### config.mk
export PLATFORM = sky130hd
export DESIGN_NAME = asid_rollover_mgr
export DESIGN_NICKNAME = d
export VERILOG_FILES = /design/src/rtl/asr_pkg.sv /design/src/rtl/asr_sweep.sv /design/src/rtl/asr_epoch.sv /design/src/rtl/asid_rollover_mgr.sv
export SDC_FILE = /design/constraint.sdc
export NUM_CORES = 1
export LEC_CHECK = 0
export BUFFER_PORTS_ARGS = -buffer_cell sky130_fd_sc_hd__buf_2
export CORE_ASPECT_RATIO = 1.2
export CORE_MARGIN = 4
export CORE_UTILIZATION = 54
export CTS_CLUSTER_DIAMETER = 120
export DETAILED_ROUTE_END_ITERATION = 6
export PLACE_DENSITY = 0.82
export SYNTH_ARGS = -nofsm -noshare
export SYNTH_HDL_FRONTEND = slang
export SYNTH_HIERARCHICAL = 1
export SYNTH_SLANG_ARGS = --single-unit
### constraint.sdc
create_clock -name clk -period 2 [get_ports clk]
set_input_delay 0.4 -clock clk [delete_from_list [all_inputs] [get_ports clk]]
set_output_delay 0.4 -clock clk [all_outputs]
set_load 0.1 [all_outputs]
### src/rtl/asr_pkg.sv
package asr_pkg;
  typedef enum logic [1:0] {
    ST_INIT  = 2'd0,
    ST_IDLE  = 2'd1,
    ST_SLICE = 2'd2,
    ST_GRANT = 2'd3
  } asr_state_e;
endpackage

### src/rtl/asr_sweep.sv
module asr_sweep #(
  parameter int ENTRIES = 128,
  parameter int IW = $clog2(ENTRIES),
  parameter int PW = $clog2(ENTRIES + 1)
) (
  input  logic          clk,
  input  logic          rst,
  input  logic          step,
  input  logic          both,
  input  logic          bank_sel,
  input  logic          restart,
  output logic [1:0]    wr_en,
  output logic [IW-1:0] wr_idx,
  output logic          clean,
  output logic          last
);
  localparam logic [PW-1:0] FULL = PW'(ENTRIES);
  localparam logic [PW-1:0] LAST = PW'(ENTRIES - 1);

  logic [PW-1:0] ptr;
  logic          can_wr;

  assign can_wr = step && (ptr < FULL);
  assign clean  = (ptr == FULL);
  assign last   = (ptr == LAST);
  assign wr_idx = ptr[IW-1:0];

  always_comb begin
    if (both)          wr_en = {2{can_wr}};
    else if (bank_sel) wr_en = {1'b0, can_wr};
    else               wr_en = {can_wr, 1'b0};
  end

  always_ff @(posedge clk) begin
    if (rst)          ptr <= '0;
    else if (restart) ptr <= '0;
    else if (can_wr)  ptr <= ptr + 1'b1;
  end

  // consecutive write cycles walk the index upward by one
  p_idx_seq_r2: assert property (@(posedge clk) disable iff (rst)
    ((|wr_en) && $past(|wr_en)) |-> (wr_idx == $past(wr_idx) + 1'b1));
endmodule

### src/rtl/asr_epoch.sv
module asr_epoch #(
  parameter int ASID_W = 6
) (
  input  logic              clk,
  input  logic              rst,
  input  logic              grant,
  input  logic              clean,
  output logic [ASID_W-1:0] asid,
  output logic              bank_sel,
  output logic              err,
  output logic              wrap
);
  localparam logic [ASID_W-1:0] TOP_ID = '1;

  assign wrap = grant && (asid == TOP_ID);

  always_ff @(posedge clk) begin
    if (rst) begin
      asid     <= '0;
      bank_sel <= 1'b0;
      err      <= 1'b0;
    end else if (wrap) begin
      asid     <= '0;
      bank_sel <= ~bank_sel;
      if (!clean) err <= 1'b1;
    end else if (grant) begin
      asid <= asid + 1'b1;
    end
  end

  p_asid_step_r4: assert property (@(posedge clk) disable iff (rst)
    (grant && asid != TOP_ID) |=> (asid == $past(asid) + 1'b1) && $stable(bank_sel));

  p_wrap_swap_r6: assert property (@(posedge clk) disable iff (rst)
    (grant && asid == TOP_ID) |=> (asid == '0) && (bank_sel != $past(bank_sel)));

  p_hold_r8: assert property (@(posedge clk) disable iff (rst)
    !grant |=> $stable(asid) && $stable(bank_sel));
endmodule

### src/rtl/asid_rollover_mgr.sv
module asid_rollover_mgr
  import asr_pkg::*;
#(
  parameter int ASID_W  = 6,
  parameter int ENTRIES = 128,
  parameter int IW      = $clog2(ENTRIES)
) (
  input  logic              clk,
  input  logic              rst,
  input  logic              req_valid,
  output logic              req_ready,
  output logic [ASID_W-1:0] asid,
  output logic              bank_sel,
  output logic [1:0]        clr_we,
  output logic [IW-1:0]     clr_idx,
  output logic              err
);
  localparam int NUM_ID = 1 << ASID_W;
  localparam int SLICE  = (ENTRIES + NUM_ID - 1) / NUM_ID;
  localparam int SW     = $clog2(SLICE) + 1;
  localparam logic [SW-1:0] SLICE_END = SW'(SLICE - 1);

  asr_state_e    state;
  logic [SW-1:0] scnt;
  logic          step, grant, clean, last, wrap;

  assign req_ready = (state == ST_GRANT);
  assign grant     = req_ready && req_valid;
  assign step      = !rst && (state == ST_INIT || state == ST_SLICE);

  always_ff @(posedge clk) begin
    if (rst) begin
      state <= ST_INIT;
      scnt  <= '0;
    end else begin
      unique case (state)
        ST_INIT:  if (last) state <= ST_IDLE;
        ST_IDLE:  if (req_valid) begin
                    state <= ST_SLICE;
                    scnt  <= '0;
                  end
        ST_SLICE: begin
                    scnt <= scnt + 1'b1;
                    if (scnt == SLICE_END) state <= ST_GRANT;
                  end
        ST_GRANT: if (req_valid) state <= ST_IDLE;
        default:  state <= ST_IDLE;
      endcase
    end
  end

  asr_sweep #(.ENTRIES(ENTRIES), .IW(IW)) u_sweep (
    .clk      (clk),
    .rst      (rst),
    .step     (step),
    .both     (state == ST_INIT),
    .bank_sel (bank_sel),
    .restart  (wrap),
    .wr_en    (clr_we),
    .wr_idx   (clr_idx),
    .clean    (clean),
    .last     (last)
  );

  asr_epoch #(.ASID_W(ASID_W)) u_epoch (
    .clk      (clk),
    .rst      (rst),
    .grant    (grant),
    .clean    (clean),
    .asid     (asid),
    .bank_sel (bank_sel),
    .err      (err),
    .wrap     (wrap)
  );

  p_active_untouched_r5: assert property (@(posedge clk) disable iff (rst)
    (state != ST_INIT) |-> !clr_we[bank_sel]);

  p_swap_clean_r7: assert property (@(posedge clk) disable iff (rst)
    wrap |-> clean);

  p_init_stall_r3: assert property (@(posedge clk) disable iff (rst)
    (|clr_we && clr_we[bank_sel]) |-> !req_ready);
endmodule

# Word level (Yosys, flattened, before mapping)
# Cells that the tools add are included.
classes:
  n_addsub: 3
  n_lt_le_gt_ge: 1
  n_eq_ne: 11
  mux: 9
  bitwise_logic: 2
  n_reduce_logical: 12
op_table:
  columns: ["operator", "n"]
  rows:
  - ["$mux W2", 7]
  - ["$add A8 B1 Y8 const B", 1]
  - ["$eq A8 B7 Y1 const B", 1]
  - ["$eq A8 B8 Y1 const B", 1]
  - ["$lt A8 B8 Y1 const B", 1]
  - ["$pmux W2 S4", 1]
  - ["$add A6 B1 Y6 const B", 1]
  - ["$eq A6 B6 Y1 const B", 1]
  - ["$ne A2 B2 Y1 const B", 3]
  - ["$eq A2 B1 Y1 const B", 2]
  - ["$eq A2 B2 Y1 const B", 2]
  - ["$logic_and A1 B1 Y1", 4]
  - ["$pmux W2 S2", 1]
  - ["$reduce_and A2 Y1", 2]
  - ["$reduce_and A4 Y1", 1]
  - ["$add A2 B1 Y2 const B", 1]
  - ["$logic_not A2 Y1", 1]
  - ["$ne A2 B1 Y1 const B", 1]
  - ["$not A1 Y1", 2]
  - ["$reduce_bool A2 Y1", 1]
  - ["$reduce_or A2 Y1", 1]
  - ["$logic_not A1 Y1", 1]
  - ["$logic_or A1 B1 Y1", 1]
totals:
  register_bits: 20
  input_bits: 3
  out_inout_bits: 18
  wordCells: 44

# Logic depth before layout (Yosys ltp)
# Gate-level depths: netlist of the first run.
logic_depth:
  ltp_word: 6
  depth_mapped: 8
  ltp_nobuf: 7

# By module
# Netlist of the first run, hierarchy kept.
by_module_without_submodules:
  columns: ["mod", "instances", "cells_each", "area_each_um2", "seq_area_each_um2"]
  rows:
  - ["asr_sweep", 1, 60, 489.2, 160.2]
  - ["asr_epoch", 1, 37, 356.6, 160.2]
  - ["asid_rollover_mgr", 1, 34, 309.0, 80.1]

# Least setup slack after synthesis of the first run
# No wires, ideal clock.
synth_path:
  path_type: "reg2out"
  startpoint: "register state[0]"
  endpoint: "output port clr_we[1]"
  t_arrival_ns: 2.560
  t_required_ns: 1.600
  setup_slack_ns: -0.960
  stages_incl_launch_ff: 8
  path_buffers: 1
  path_cell_list: "dfxtp_1 > inv_1 > ha_1 > nor2_1 > nor2_1 > nand2b_4 > buf_6 > a21oi_1"
synth_between:
  elab_chain_len: 6
  word_cells_on_any_way: 7
  classes_between: "1 x eq/ne; 2 x mux; 4 x reduce/logical"
synth_rtl:
  columns: ["element", "line", "source"]
  rows:
  - ["start: declaration", "asid_rollover_mgr.sv:23", "asr_state_e state;"]
  - ["start signal: assignment", "asid_rollover_mgr.sv:33", "state <= ST_INIT;"]
  - ["start signal: assignment", "asid_rollover_mgr.sv:37", "ST_INIT: if (last) state <= ST_IDLE;"]
  - ["start signal: assignment", "asid_rollover_mgr.sv:39", "state <= ST_SLICE;"]
  - ["$eq A2 B2 Y1 or $logic_not A2 Y1 (tied branches)", "asid_rollover_mgr.sv:29", "assign step = !rst && (state == ST_INIT || state == ST_SLICE);"]
  - ["$logic_or A1 B1 Y1 *", "asid_rollover_mgr.sv:29", null]
  - ["$logic_and A1 B1 Y1 *", "asid_rollover_mgr.sv:29", null]
  - ["named net step", "asid_rollover_mgr.sv:25", "logic step, grant, clean, last, wrap;"]
  - ["$logic_and A1 B1 Y1 *", "asr_sweep.sv:23", "assign can_wr = step && (ptr < FULL);"]
  - ["$mux W2", "asr_sweep.sv:30", "else if (bank_sel) wr_en = {1'b0, can_wr};"]
  - ["$mux W2 *", "asr_sweep.sv:29", "if (both) wr_en = {2{can_wr}};"]
  - ["end: declaration", "asid_rollover_mgr.sv:14", "output logic [1:0] clr_we,"]
# The timed path passes the listed nets; every way through them passes the cells marked *.

# Final worst setup path of the first run
# Ends and elaborated chain as after synthesis.

==> metrics.md, run 1 <==
| Metric | Value |
|---|---|
| Post-route cell area | `1450 sq um` |
| DP Area | `1300 sq um` |
| Worst setup SP type | `flip-flop` |
| First-pass detailed-route iteration total | `5` |
| GP Congestion | `0.769` |
| CTS max path bufs | `2` |
| Crit-path cells | `inv_4 > ha_4 > nor2_2 > nor2_4 > nand2b_4 > a21oi_4 > buf_12` |
| Clock slew at reported path FFs | `0.12 ns` |
| Ports | `21` |
| Fin nets | `167` |
| Net Count, Synth | `143` |
| Cell variety after synth | `39` |
| Clock tree from TritonCTS | `yes` |
| Setup violations, final | `0` |
| FF-to-FF End | `u_sweep/ptr[5]$_SDFFE_PP0P_` |
| Switching fraction of total power | `34.7%` |
| RSZ-0062 raised after global routing | `no` |
| Initial DRC Count | `24` |
| Hold Startpoint | `u_epoch/err$_SDFFE_PP0P_` |
| Syn. warnings | `6` |
| Fraction of layout cells with a size suffix above 1 | `36.4%` |
| Core area | `2050 sq um` |
| Number of global-route vias before repair | `820` |
| R2R Setup Slk | `0.23 ns` |
| Syn Area/Cell | `8.82 sq um` |
| Max Fclk | `521 MHz` |
| Top post-synthesis cells by count | `20 x dfxtp_1, 16 x nor2_1, 9 x ha_1, 9 x inv_1, 8 x buf_4` |
| Final hold viol count | `0` |
| Leak | `0.625 nW` |
| Initial antenna violation count | `0` |
| WL final | `2580 microns` |
| Multi-input gate area | `708 sq um` |
| Family with the most delay on the worst path | `flip-flops` |
| Psw | `381 uW` |
| Root Buffer | `clkbuf_4` |
| Via count | `998` |
| Hold Path End | `u_epoch/err$_SDFFE_PP0P_` |
| Post-synth EDFFs | `0` |
| DIE AREA | `2950 sq um` |
| Critical path class | `reg2out` |
| Drt drc | `0` |
| Vias per inst | `5.42` |
| Yosys top cell area share | `34.7%` |
| Crit path max-delay cell type | `dfxtp_2` |
| Fin. max-slew vios | `0` |
| Worst Reg-to-Reg Cells | `8` |
| I/O Buffers | `20` |
| Hold Path Depth | `1` |
| First-pass GRT wire length | `3680 microns` |
| Crit. End Element | `output pin` |
| Hold WS | `0.484 ns` |
| Crit path max fanout | `4` |
| Die height | `58.7 microns` |
| WL/cell | `14.0 microns` |
| GRT Util Overall | `16.7%` |
| Normalized max-slew margin | `67.4%` |
| Clk_skew | `0.0118 ns` |
| Total gr overflow | `0` |
| Die W | `50.2 microns` |
| Cell area after synthesis | `1150 sq um` |
| Area Overhead vs Synth | `25.8%` |
| Clock sink total | `20` |
| Top FF cell, synth | `dfxtp_1` |
| Worst Path Buf+Inv | `2` |
| Synth area leader | `dfxtp_1` |
| Main area contributors after synthesis | `dfxtp_1 35%, ha_1 9.8%, buf_4 5.2%, nor2_1 5.2%, mux2i_1 3.5%` |
| Post-synth ARST share | `0%` |
| Worst Path Arrival | `1.52 ns` |
| Worst vdd ir | `0.511 mV` |
| Clock power frac | `30.7%` |
| Fin crit period | `1.92 ns` |
| Logic pwr share | `30.0%` |
| Status | `complete, no violations` |
| Largest net degree at the start of global routing | `18` |
| Initial Util | `56.3%` |
| Internal power | `719 uW` |
| CP peak stage delay | `0.35 ns` |
| Seq/Total Area, Yosys | `34.7%` |
| Worst-skew pair later-pin latency | `0.32 ns` |
| Final core utilization | `70.9%` |
| Final period util | `95.9%` |
| HP Class | `reg2reg` |
| N_diodes | `0` |
| Row Count | `18` |
| Setup TNS | `0 ns` |
| Part of the power in registers | `39.4%` |
| Worst EP required | `1.60 ns` |
| Syn Inst Count | `131` |
| Register area | `410 sq um` |
| Final HPWL DP | `1670 microns` |
| H-tree Lvls | `1` |
| Fill cells | `155` |
| FF-to-FF Start | `state[0]$_SDFFE_PP0P_` |
| Routed Antenna Nets | `0` |
| Worst slew pin tran | `0.492 ns` |
| Max_cap viols | `0` |
| FF+latch count, synth | `20` |
| Count leader, synth | `dfxtp_1` |
| Power per Cell Area | `757 nW/um^2` |
| CTS Buf Count | `3` |
worst max path at each step:
stage                                      from        end  slack [ns]  depth (start not counted)
after floorplan           state[0]$_SDFFE_PP0P_  clr_we[1]       -0.07                          7
after global placement    state[1]$_SDFFE_PP0P_  clr_we[1]        0.17                          6
after detailed placement  state[1]$_SDFFE_PP0P_  clr_we[1]        0.12                          7
after CTS                 state[0]$_SDFFE_PP0P_  clr_we[1]       0.008                          7
after global routing      state[0]$_SDFFE_PP0P_  clr_we[1]       0.002                          7
final                     state[0]$_SDFFE_PP0P_  clr_we[1]        0.08                          7
kinds of logic after synthesis:
family | Yosys count | synth area share, %
xor gates and xnor gates | 6 | 4.55
adders and majority gates | 9 | 9.75
AOI/OAI and AO/OA | 15 | 9.10
buffers and inverters | 20 | 9.75
DFF | 20 | 34.7
muxes | 6 | 5.74
and+or+nand+nor | 55 | 26.4
state kept, by name, indices dropped and copies added (netlist names):
signal,count
u_sweep/ptr,8
u_epoch/asid,6
u_epoch/err,1
u_epoch/bank_sel,1
state,2
scnt,2
metrics by stage:
stage          total power, mW  instances  setup slack (ns)
3_3_place_gp             0.735        173             0.167
3_5_place_dp             0.742        173             0.119
6_report                  1.10        184            0.0812
5_1_grt                   1.15        184           0.00236
4_1_cts                   1.09        179           0.00772
2_1_floorplan            0.696        131           -0.0698
placed cells by master (no fill, tap or decap), types with 2 or more instances in the layout:
cell type / instances
a21oi_1: 5
buf_12: 2
buf_2: 18
buf_4: 10
clkbuf_4: 3
dfxtp_1: 14
dfxtp_2: 5
ha_1: 6
ha_4: 3
inv_1: 7
inv_4: 2
mux2i_1: 4
nand2_1: 6
nand2b_1: 3
nand3_1: 5
nand3b_1: 2
nand4_1: 2
nor2_1: 13
nor2_4: 3
nor3_1: 6
o21ai_0: 3
or3_1: 4
xnor2_1: 2
xor2_1: 4
routing by layer:
| metal | global-route usage (%) | part of all wire [%] | up-vias |
|---|---|---|---|
| li1 | - | - | 484 |
| met1 | 19.0 | 41 | 474 |
| met2 | 28.7 | 53 | 31 |
| met3 | 3.54 | 4.1 | 9 |
| met4 | 9.49 | 2.4 | 0 |
| met5 | 0 | 0 | - |
power groups by stage:
stage	combinational (mW)	clock, mW	sequential (mW)
4_1_cts	0.313	0.343	0.432
2_1_floorplan	0.242	0	0.454
6_report	0.329	0.337	0.433
3_3_place_gp	0.295	0	0.440
5_1_grt	0.348	0.362	0.436
3_5_place_dp	0.300	0	0.442
cell type report:
type	instances	share of cell area, %
Multi-Input combinational cell	91	48.8
Tap cell	30	2.58
Timing Repair Buffer	30	14.1
Clock buffer	3	1.55
Sequential cell	20	28.3
Inverter	9	2.67
Clock inverter	1	2.07
what timing repair did:
| item | CTS | global route |
|---|---|---|
| gates cloned | 0 | 0 |
| setup buffers | 2 | 5 |
| gates resized for setup | 9 | 5 |
| hold buffers | 0 | 0 |
| pin swaps | 2 | 3 |
| setup endpoints to repair | 2 | 2 |
| endpoints found under the hold margin | 0 | 0 |
Note: power is estimated with default switching activity, not from simulation.
==> run 2: changes to the inputs <==
--- a/config.mk
+++ b/config.mk
@@ -8,10 +8,10 @@
 export BUFFER_PORTS_ARGS = -buffer_cell sky130_fd_sc_hd__buf_2
 export CORE_ASPECT_RATIO = 1.2
 export CORE_MARGIN = 4
-export CORE_UTILIZATION = 54
+export CORE_UTILIZATION = 55
 export CTS_CLUSTER_DIAMETER = 120
 export DETAILED_ROUTE_END_ITERATION = 6
-export PLACE_DENSITY = 0.82
+export PLACE_DENSITY = 0.83
 export SYNTH_ARGS = -nofsm -noshare
 export SYNTH_HDL_FRONTEND = slang
 export SYNTH_HIERARCHICAL = 1
==> constraint.sdc (replaced) <==
create_clock -name clk -period 2.3 [get_ports clk]
set_input_delay 0.46 -clock clk [delete_from_list [all_inputs] [get_ports clk]]
set_output_delay 0.46 -clock clk [all_outputs]
set_load 0.1 [all_outputs]
==> run 2 against run 1 <==
Register-to-register slack better by 0.10 ns. Hold slack got worse by 0.0020 ns. Core utilization is 2.4 points lower. Worst setup slack better by 0.043 ns. Combinational power fell by 20%. Sequential share of layout area is 2.3 points higher. Largest power group unchanged. Highest routed layer unchanged.
==> metrics.md, run 2 (synthesis gave the netlist of run 1 again) <==
| Metric | Value |
|---|---|
| Status | `complete, no violations (unchanged)` |
| Worst-skew pair later-pin latency | `0.29 ns (was 0.32 ns)` |
| Initial DRC Count | `20 (was 24)` |
| CP startpoint | `state[0]$_SDFFE_PP0P_ (unchanged)` |
| Setup violations, final | `0 (unchanged)` |
| GP Congestion | `0.754 (was 0.769)` |
| Multi-input gate area | `671 sq um (was 708 sq um)` |
| Clock tree from TritonCTS | `yes (unchanged)` |
| Root Buffer | `clkbuf_4 (unchanged)` |
| Hold Startpoint | `u_epoch/err$_SDFFE_PP0P_ (unchanged)` |
| Final HPWL DP | `1680 microns (was 1670 microns)` |
| First-pass detailed-route iteration total | `4 (was 5)` |
| Largest registers | `u_sweep/ptr: 8 flops, u_epoch/asid: 6 flops (unchanged)` |
| Worst vdd ir | `0.375 mV (was 0.511 mV)` |
| GRT Util Overall | `16.1% (was 16.7%)` |
| Final core utilization | `68.4% (was 70.9%)` |
| Via count | `928 (was 998)` |
| HP Class | `reg2reg (unchanged)` |
| Final hold viol count | `0 (unchanged)` |
| Commonest non-fill, non-tap cell in the layout | `dfxtp_1 (was buf_2)` |
| Area Overhead vs Synth | `13.4% (was 25.8%)` |
| Core area | `1910 sq um (was 2050 sq um)` |
| Biggest register | `u_sweep/ptr (unchanged)` |
| Fill cells | `157 (was 155)` |
| Hold WS | `0.482 ns (was 0.484 ns)` |
| Vias per inst | `5.62 (was 5.42)` |
| First-pass GRT wire length | `3660 microns (was 3680 microns)` |
| WL final | `2280 microns (was 2580 microns)` |
| Critical path class | `reg2out (unchanged)` |
| FF-to-FF End | `u_sweep/ptr[5]$_SDFFE_PP0P_ (unchanged)` |
| N_diodes | `0 (unchanged)` |
| Final period util | `94.6%` |
| Die W | `49.8 microns (was 50.2 microns)` |
| Row Count | `17 (was 18)` |
| Worst setup SP type | `flip-flop (unchanged)` |
| Drt drc | `0 (unchanged)` |
| Total gr overflow | `0 (unchanged)` |
| Leak | `0.569 nW (was 0.625 nW)` |
| Power per Cell Area | `645 nW/um^2 (was 757 nW/um^2)` |
| CTS Buf Count | `3 (unchanged)` |
| Worst Path Arrival | `1.72 ns (was 1.52 ns)` |
| Number of global-route vias before repair | `865 (was 820)` |
| Fin nets | `159 (was 167)` |
| Clk_skew | `0.00473 ns (was 0.0118 ns)` |
| Worst Reg-to-Reg Cells | `8 (unchanged)` |
| Die height | `58.2 microns (was 58.7 microns)` |
| Crit path max-delay cell type | `dfxtp_1 (was dfxtp_2)` |
| Crit path max fanout | `5 (was 4)` |
| Clock sink total | `20 (unchanged)` |
| Fin. max-slew vios | `0 (unchanged)` |
| Ports | `21 (unchanged)` |
| CTS max path bufs | `2 (unchanged)` |
| Normalized max-slew margin | `66.4% (was 67.4%)` |
| Worst EP required | `1.84 ns (was 1.60 ns)` |
| Worst Path Buf+Inv | `2 (unchanged)` |
| FF-to-FF Start | `state[0]$_SDFFE_PP0P_ (unchanged)` |
| Initial Util | `60.3% (was 56.3%)` |
| WL/cell | `13.8 microns (was 14.0 microns)` |
| Max Fclk | `460 MHz` |
| Routed Antenna Nets | `0 (unchanged)` |
| Critical path depth in cells | `7 (unchanged)` |
| Max_cap viols | `0 (unchanged)` |
| Initial antenna violation count | `0 (unchanged)` |
| Crit. End Element | `output pin (unchanged)` |
| RSZ-0062 raised after global routing | `no (unchanged)` |
| Clock slew at reported path FFs | `0.12 ns (about the same)` |
| H-tree Lvls | `1 (unchanged)` |
| Max reg flops | `8 (unchanged)` |
| Family with the most delay on the worst path | `simple AND/OR/NAND/NOR gates (was flip-flops)` |
| I/O Buffers | `20 (unchanged)` |
| Register area | `400 sq um (was 410 sq um)` |
| Worst slew pin tran | `0.507 ns (was 0.492 ns)` |
| Fraction of layout cells with a size suffix above 1 | `26.7% (was 36.4%)` |
| CP peak stage delay | `0.36 ns (was 0.35 ns)` |
| Fin crit period | `2.18 ns` |
| R2R Setup Slk | `0.33 ns (was 0.23 ns)` |
| Largest net degree at the start of global routing | `18 (unchanged)` |
| CP Capture Point | `clr_we[1] (unchanged)` |
| DIE AREA | `2900 sq um (was 2950 sq um)` |
| Commonest non-fill, non-tap cells in the layout | `20 x dfxtp_1, 18 x buf_2, 14 x nor2_1 (was 18 x buf_2, 14 x dfxtp_1, 13 x nor2_1)` |
| Crit-path cells | `inv_1 > ha_2 > nor2_1 > nor2_2 > nand2b_4 > a21oi_4 > buf_12 (was inv_4 > ha_4 > nor2_2 > nor2_4 > nand2b_4 > a21oi_4 > buf_12)` |
[run 2: changes by cell type in the layout (fill, tap and decap cells not counted), moves of 2 or more]
cell     before  now
inv_4         2    0
dfxtp_2       5    0
ha_2          0    3
dfxtp_1      14   20
buf_4        10    2
ha_4          3    0
inv_1         7    9
[run 2: layout make-up]
type / instances / area share, %
sequential: 20 / 30.6
inverter: 9 / 2.58
clock buffer: 4 / 2.77
multi-input combinational: 91 / 51.2
tap: 19 / 1.81
timing repair buffer: 22 / 11.1
[run 2: how the worst min path moves through the flow]
stage / end / slack, ns / cells after the start
finish: u_epoch/err$_SDFFE_PP0P_ / 0.48 / 1
global route: u_epoch/err$_SDFFE_PP0P_ / 0.51 / 1
CTS: scnt[0]$_SDFFE_PP0P_ / 0.49 / 2
detailed placement: u_epoch/err$_SDFFE_PP0P_ / 0.46 / 1
global placement: u_epoch/err$_SDFFE_PP0P_ / 0.45 / 1
floorplan: scnt[0]$_SDFFE_PP0P_ / 0.44 / 2
[run 2: what timing repair did]
item                                    in CTS  in global routing
gates cloned                                 0                  0
pin swaps                                    0                  1
endpoints found under the setup margin       1                  2
hold buffers                                 0                  0
buffers inserted                             0                  1
resized for setup                            1                  3
[run 2: metrics by stage]
stage	setup WS [ns]	TNS (ns)	cells	power (mW)	cell area (sq um)
after global placement	0.383	0	160	0.636	1250
after CTS	0.0609	0	164	0.848	1290
after global routing	0.0120	0	165	0.884	1310
after floorplan	-0.0918	-0.0918	131	0.603	1170
final	0.124	0	165	0.845	1310
after detailed placement	0.326	0	160	0.643	1250
[run 2: worst register-to-register path, stage by stage, from the launching register on]
cell and delay (ns):
dfxtp_1 0.36, inv_1 0.12, ha_2 0.24, nor2_1 0.07
nor2_2 0.20, nand2b_4 0.10, buf_4 0.17, or4_1 0.49
a21oi_1 0.15
[run 2: layer usage]
metal  part of all wire, %  GRT usage, %  vias up  routed length [microns]
li1                      -             -      467                        -
met1                    40          18.1      436                      917
met2                    55          30.6       23                     1250
met3                   4.2          2.57        2                       96
met4                  0.70          4.74        0                       16
met5                     0             0        -                        0
[run 2: report_power, final]
group / leakage (nW) / switching, mW / total [mW] / internal, mW
Sequential: 0.162 / 0.0163 / 0.377 / 0.361
Clock: 0.0210 / 0.107 / 0.204 / 0.0964
Combinational: 0.386 / 0.188 / 0.264 / 0.0760
Total: 0.569 / 0.311 / 0.845 / 0.533
==> run 3: changes to the inputs <==
--- a/config.mk
+++ b/config.mk
@@ -8,10 +8,11 @@
 export BUFFER_PORTS_ARGS = -buffer_cell sky130_fd_sc_hd__buf_2
 export CORE_ASPECT_RATIO = 1.2
 export CORE_MARGIN = 4
-export CORE_UTILIZATION = 55
+export CORE_UTILIZATION = 58
 export CTS_CLUSTER_DIAMETER = 120
 export DETAILED_ROUTE_END_ITERATION = 6
-export PLACE_DENSITY = 0.83
+export GPL_ROUTABILITY_DRIVEN = 1
+export PLACE_DENSITY = 0.87
 export SYNTH_ARGS = -nofsm -noshare
 export SYNTH_HDL_FRONTEND = slang
 export SYNTH_HIERARCHICAL = 1
==> run 3 against run 2 <==
Die area down 4.4%. Largest power group unchanged. Sequential power about the same. Clock power down 23%. Worst setup slack better by 0.041 ns. Critical path type unchanged.
==> metrics.md, run 3 (synthesis gave the netlist of run 1 again) <==
| Metric | Value |
|---|---|
| Status | `complete, no violations (unchanged)` |
| Fin crit period | `2.13 ns (was 2.18 ns)` |
| First-pass detailed-route iteration total | `4 (unchanged)` |
| Crit path max-delay cell type | `dfxtp_1 (unchanged)` |
| I/O Buffers | `20 (unchanged)` |
| Fin. max-slew vios | `0 (unchanged)` |
| Placed Instances | `159 (was 160)` |
| Row Count | `17 (unchanged)` |
| GRT Util Overall | `17.5% (was 16.1%)` |
| Fin nets | `160 (was 159)` |
| Crit path max fanout | `4 (was 5)` |
| Max reg flops | `8 (unchanged)` |
| Max Fclk | `468 MHz (was 460 MHz)` |
| Leak | `0.569 nW (about the same)` |
| Routed Antenna Nets | `0 (unchanged)` |
| CP peak stage delay | `0.37 ns (was 0.36 ns)` |
| Worst Path Buf+Inv | `2 (unchanged)` |
| Final period util | `92.8% (was 94.6%)` |
| Crit-path cells | `inv_2 > ha_2 > nor2_1 > nor2_2 > nand2b_4 > a21oi_4 > buf_12 (was inv_1 > ha_2 > nor2_1 > nor2_2 > nand2b_4 > a21oi_4 > buf_12)` |
| H-tree Lvls | `1 (unchanged)` |
| N_diodes | `0 (unchanged)` |
| Normalized max-slew margin | `67.7% (was 66.4%)` |
| Die W | `48.7 microns (was 49.8 microns)` |
| Worst EP required | `1.84 ns (about the same)` |
| Ports | `21 (unchanged)` |
| Die height | `56.9 microns (was 58.2 microns)` |
| Largest net degree at the start of global routing | `19 (was 18)` |
| Final core utilization | `70.3% (was 68.4%)` |
| Clock sink total | `20 (unchanged)` |
| Root Buffer | `clkbuf_4 (unchanged)` |
| Worst-skew pair later-pin latency | `0.29 ns (about the same)` |
| Setup TNS | `0 ns (unchanged)` |
| Worst vdd ir | `0.561 mV (was 0.375 mV)` |
| Worst setup SP type | `flip-flop (unchanged)` |
| Initial Util | `61.7% (was 60.3%)` |
| Power per Cell Area | `611 nW/um^2 (was 645 nW/um^2)` |
| DP Worst Slack | `0.319 ns (was 0.326 ns)` |
| CTS max path bufs | `2 (unchanged)` |
| Critical path class | `reg2out (unchanged)` |
| Max_cap viols | `0 (unchanged)` |
| Core area | `1870 sq um (was 1910 sq um)` |
| Via count | `950 (was 928)` |
| Initial antenna violation count | `0 (unchanged)` |
| Non-filler instance count after layout | `165 (unchanged)` |
| Largest registers | `u_sweep/ptr: 8 flops, u_epoch/asid: 6 flops (unchanged)` |
| DIE AREA | `2770 sq um (was 2900 sq um)` |
| DP Area | `1240 sq um (was 1250 sq um)` |
| Fill cells | `139 (was 157)` |
| Hold WS | `0.478 ns (was 0.482 ns)` |
| Post-route cell area | `1320 sq um (was 1310 sq um)` |
| CTS Buf Count | `3 (unchanged)` |
| Setup ws final | `0.165 ns (was 0.124 ns)` |
| Fraction of layout cells with a size suffix above 1 | `28.1% (was 26.7%)` |
| Worst slew pin tran | `0.487 ns (was 0.507 ns)` |
| Commonest non-fill, non-tap cell in the layout | `dfxtp_1 (unchanged)` |
| Total power | `803 uW (was 845 uW)` |
| Family with the most delay on the worst path | `flip-flops (was simple AND/OR/NAND/NOR gates)` |
| Crit. End Element | `output pin (unchanged)` |
| Area Overhead vs Synth | `13.9% (was 13.4%)` |
| Setup violations, final | `0 (unchanged)` |
| WL/cell | `14.1 microns (was 13.8 microns)` |
| Commonest non-fill, non-tap cells in the layout | `19 x dfxtp_1, 18 x buf_2, 14 x nor2_1 (was 20 x dfxtp_1, 18 x buf_2, 14 x nor2_1)` |
| Biggest register | `u_sweep/ptr (unchanged)` |
| Drt drc | `0 (unchanged)` |
| RSZ-0062 raised after global routing | `no (unchanged)` |
| First-pass GRT wire length | `3880 microns (was 3660 microns)` |
| Total gr overflow | `0 (unchanged)` |
| Vias per inst | `5.76 (was 5.62)` |
| Final hold viol count | `0 (unchanged)` |
| Final HPWL DP | `1740 microns (was 1680 microns)` |
| Number of global-route vias before repair | `892 (was 865)` |
| GP Congestion | `0.754 (about the same)` |
| Initial DRC Count | `15 (was 20)` |
| HP Class | `reg2reg (unchanged)` |
| Clock tree from TritonCTS | `yes (unchanged)` |
| Clk_skew | `0.000801 ns (was 0.00473 ns)` |
| Clock slew at reported path FFs | `0.10 ns (was 0.12 ns)` |
| Worst Path Arrival | `1.67 ns (was 1.72 ns)` |
| WL final | `2330 microns (was 2280 microns)` |
[run 3: changes by cell type in the layout (fill, tap and decap cells not counted), sizes merged]
cell / before / now
buf: 22 / 23
clkbuf: 4 / 3
[run 3: area by class of cell]
cell class / count / area (sq um) / area share, %
timing repair buffer: 23 / 153 / 11.6
inverter: 9 / 33.8 / 2.57
clock buffer: 3 / 22.5 / 1.71
multi-input combinational: 91 / 681 / 51.8
sequential: 20 / 402 / 30.5
tap: 19 / 23.8 / 1.81
[run 3: path summary, 6_finish.rpt]
kind	from	endpoint	slack, ns	depth (start not counted)
setup / recovery	state[0]$_SDFFE_PP0P_	clr_we[1]	0.17	7
hold / removal	scnt[0]$_SDFFE_PP0P_	scnt[0]$_SDFFE_PP0P_	0.48	2
setup reg to reg	state[0]$_SDFFE_PP0P_	u_sweep/ptr[5]$_SDFFE_PP0P_	0.39	8
hold reg to reg	scnt[0]$_SDFFE_PP0P_	scnt[0]$_SDFFE_PP0P_	0.48	2
[run 3: worst reg2reg max path: cells and delay by family (launching register included)]
kind | cells | cell delay, ns
fa+ha+maj | 1 | 0.21
simple gates | 4 | 0.85
buf+inv | 2 | 0.28
flops | 1 | 0.37
compound gates | 1 | 0.14
[run 3: what timing repair did]
action                                  4_1_cts  5_1_grt
pin swaps                                     0        1
endpoints found under the setup margin        1        2
setup buffers                                 0        3
hold buffers                                  0        0
resized for setup                             1        6
[run 3: per-layer routing]
metal	track usage (%)	vias up	routed length, microns
met2	31.3	27	1270
met4	7.69	0	12
li1	-	470	-
met3	4.24	2	126
met1	19.2	451	915
met5	0	-	0
[run 3: report_power, final]
part	switching, mW	internal [mW]	total [mW]
logic	0.189	0.0788	0.268
clock network	0.0960	0.0610	0.157
registers	0.0177	0.361	0.379
total	0.303	0.501	0.803
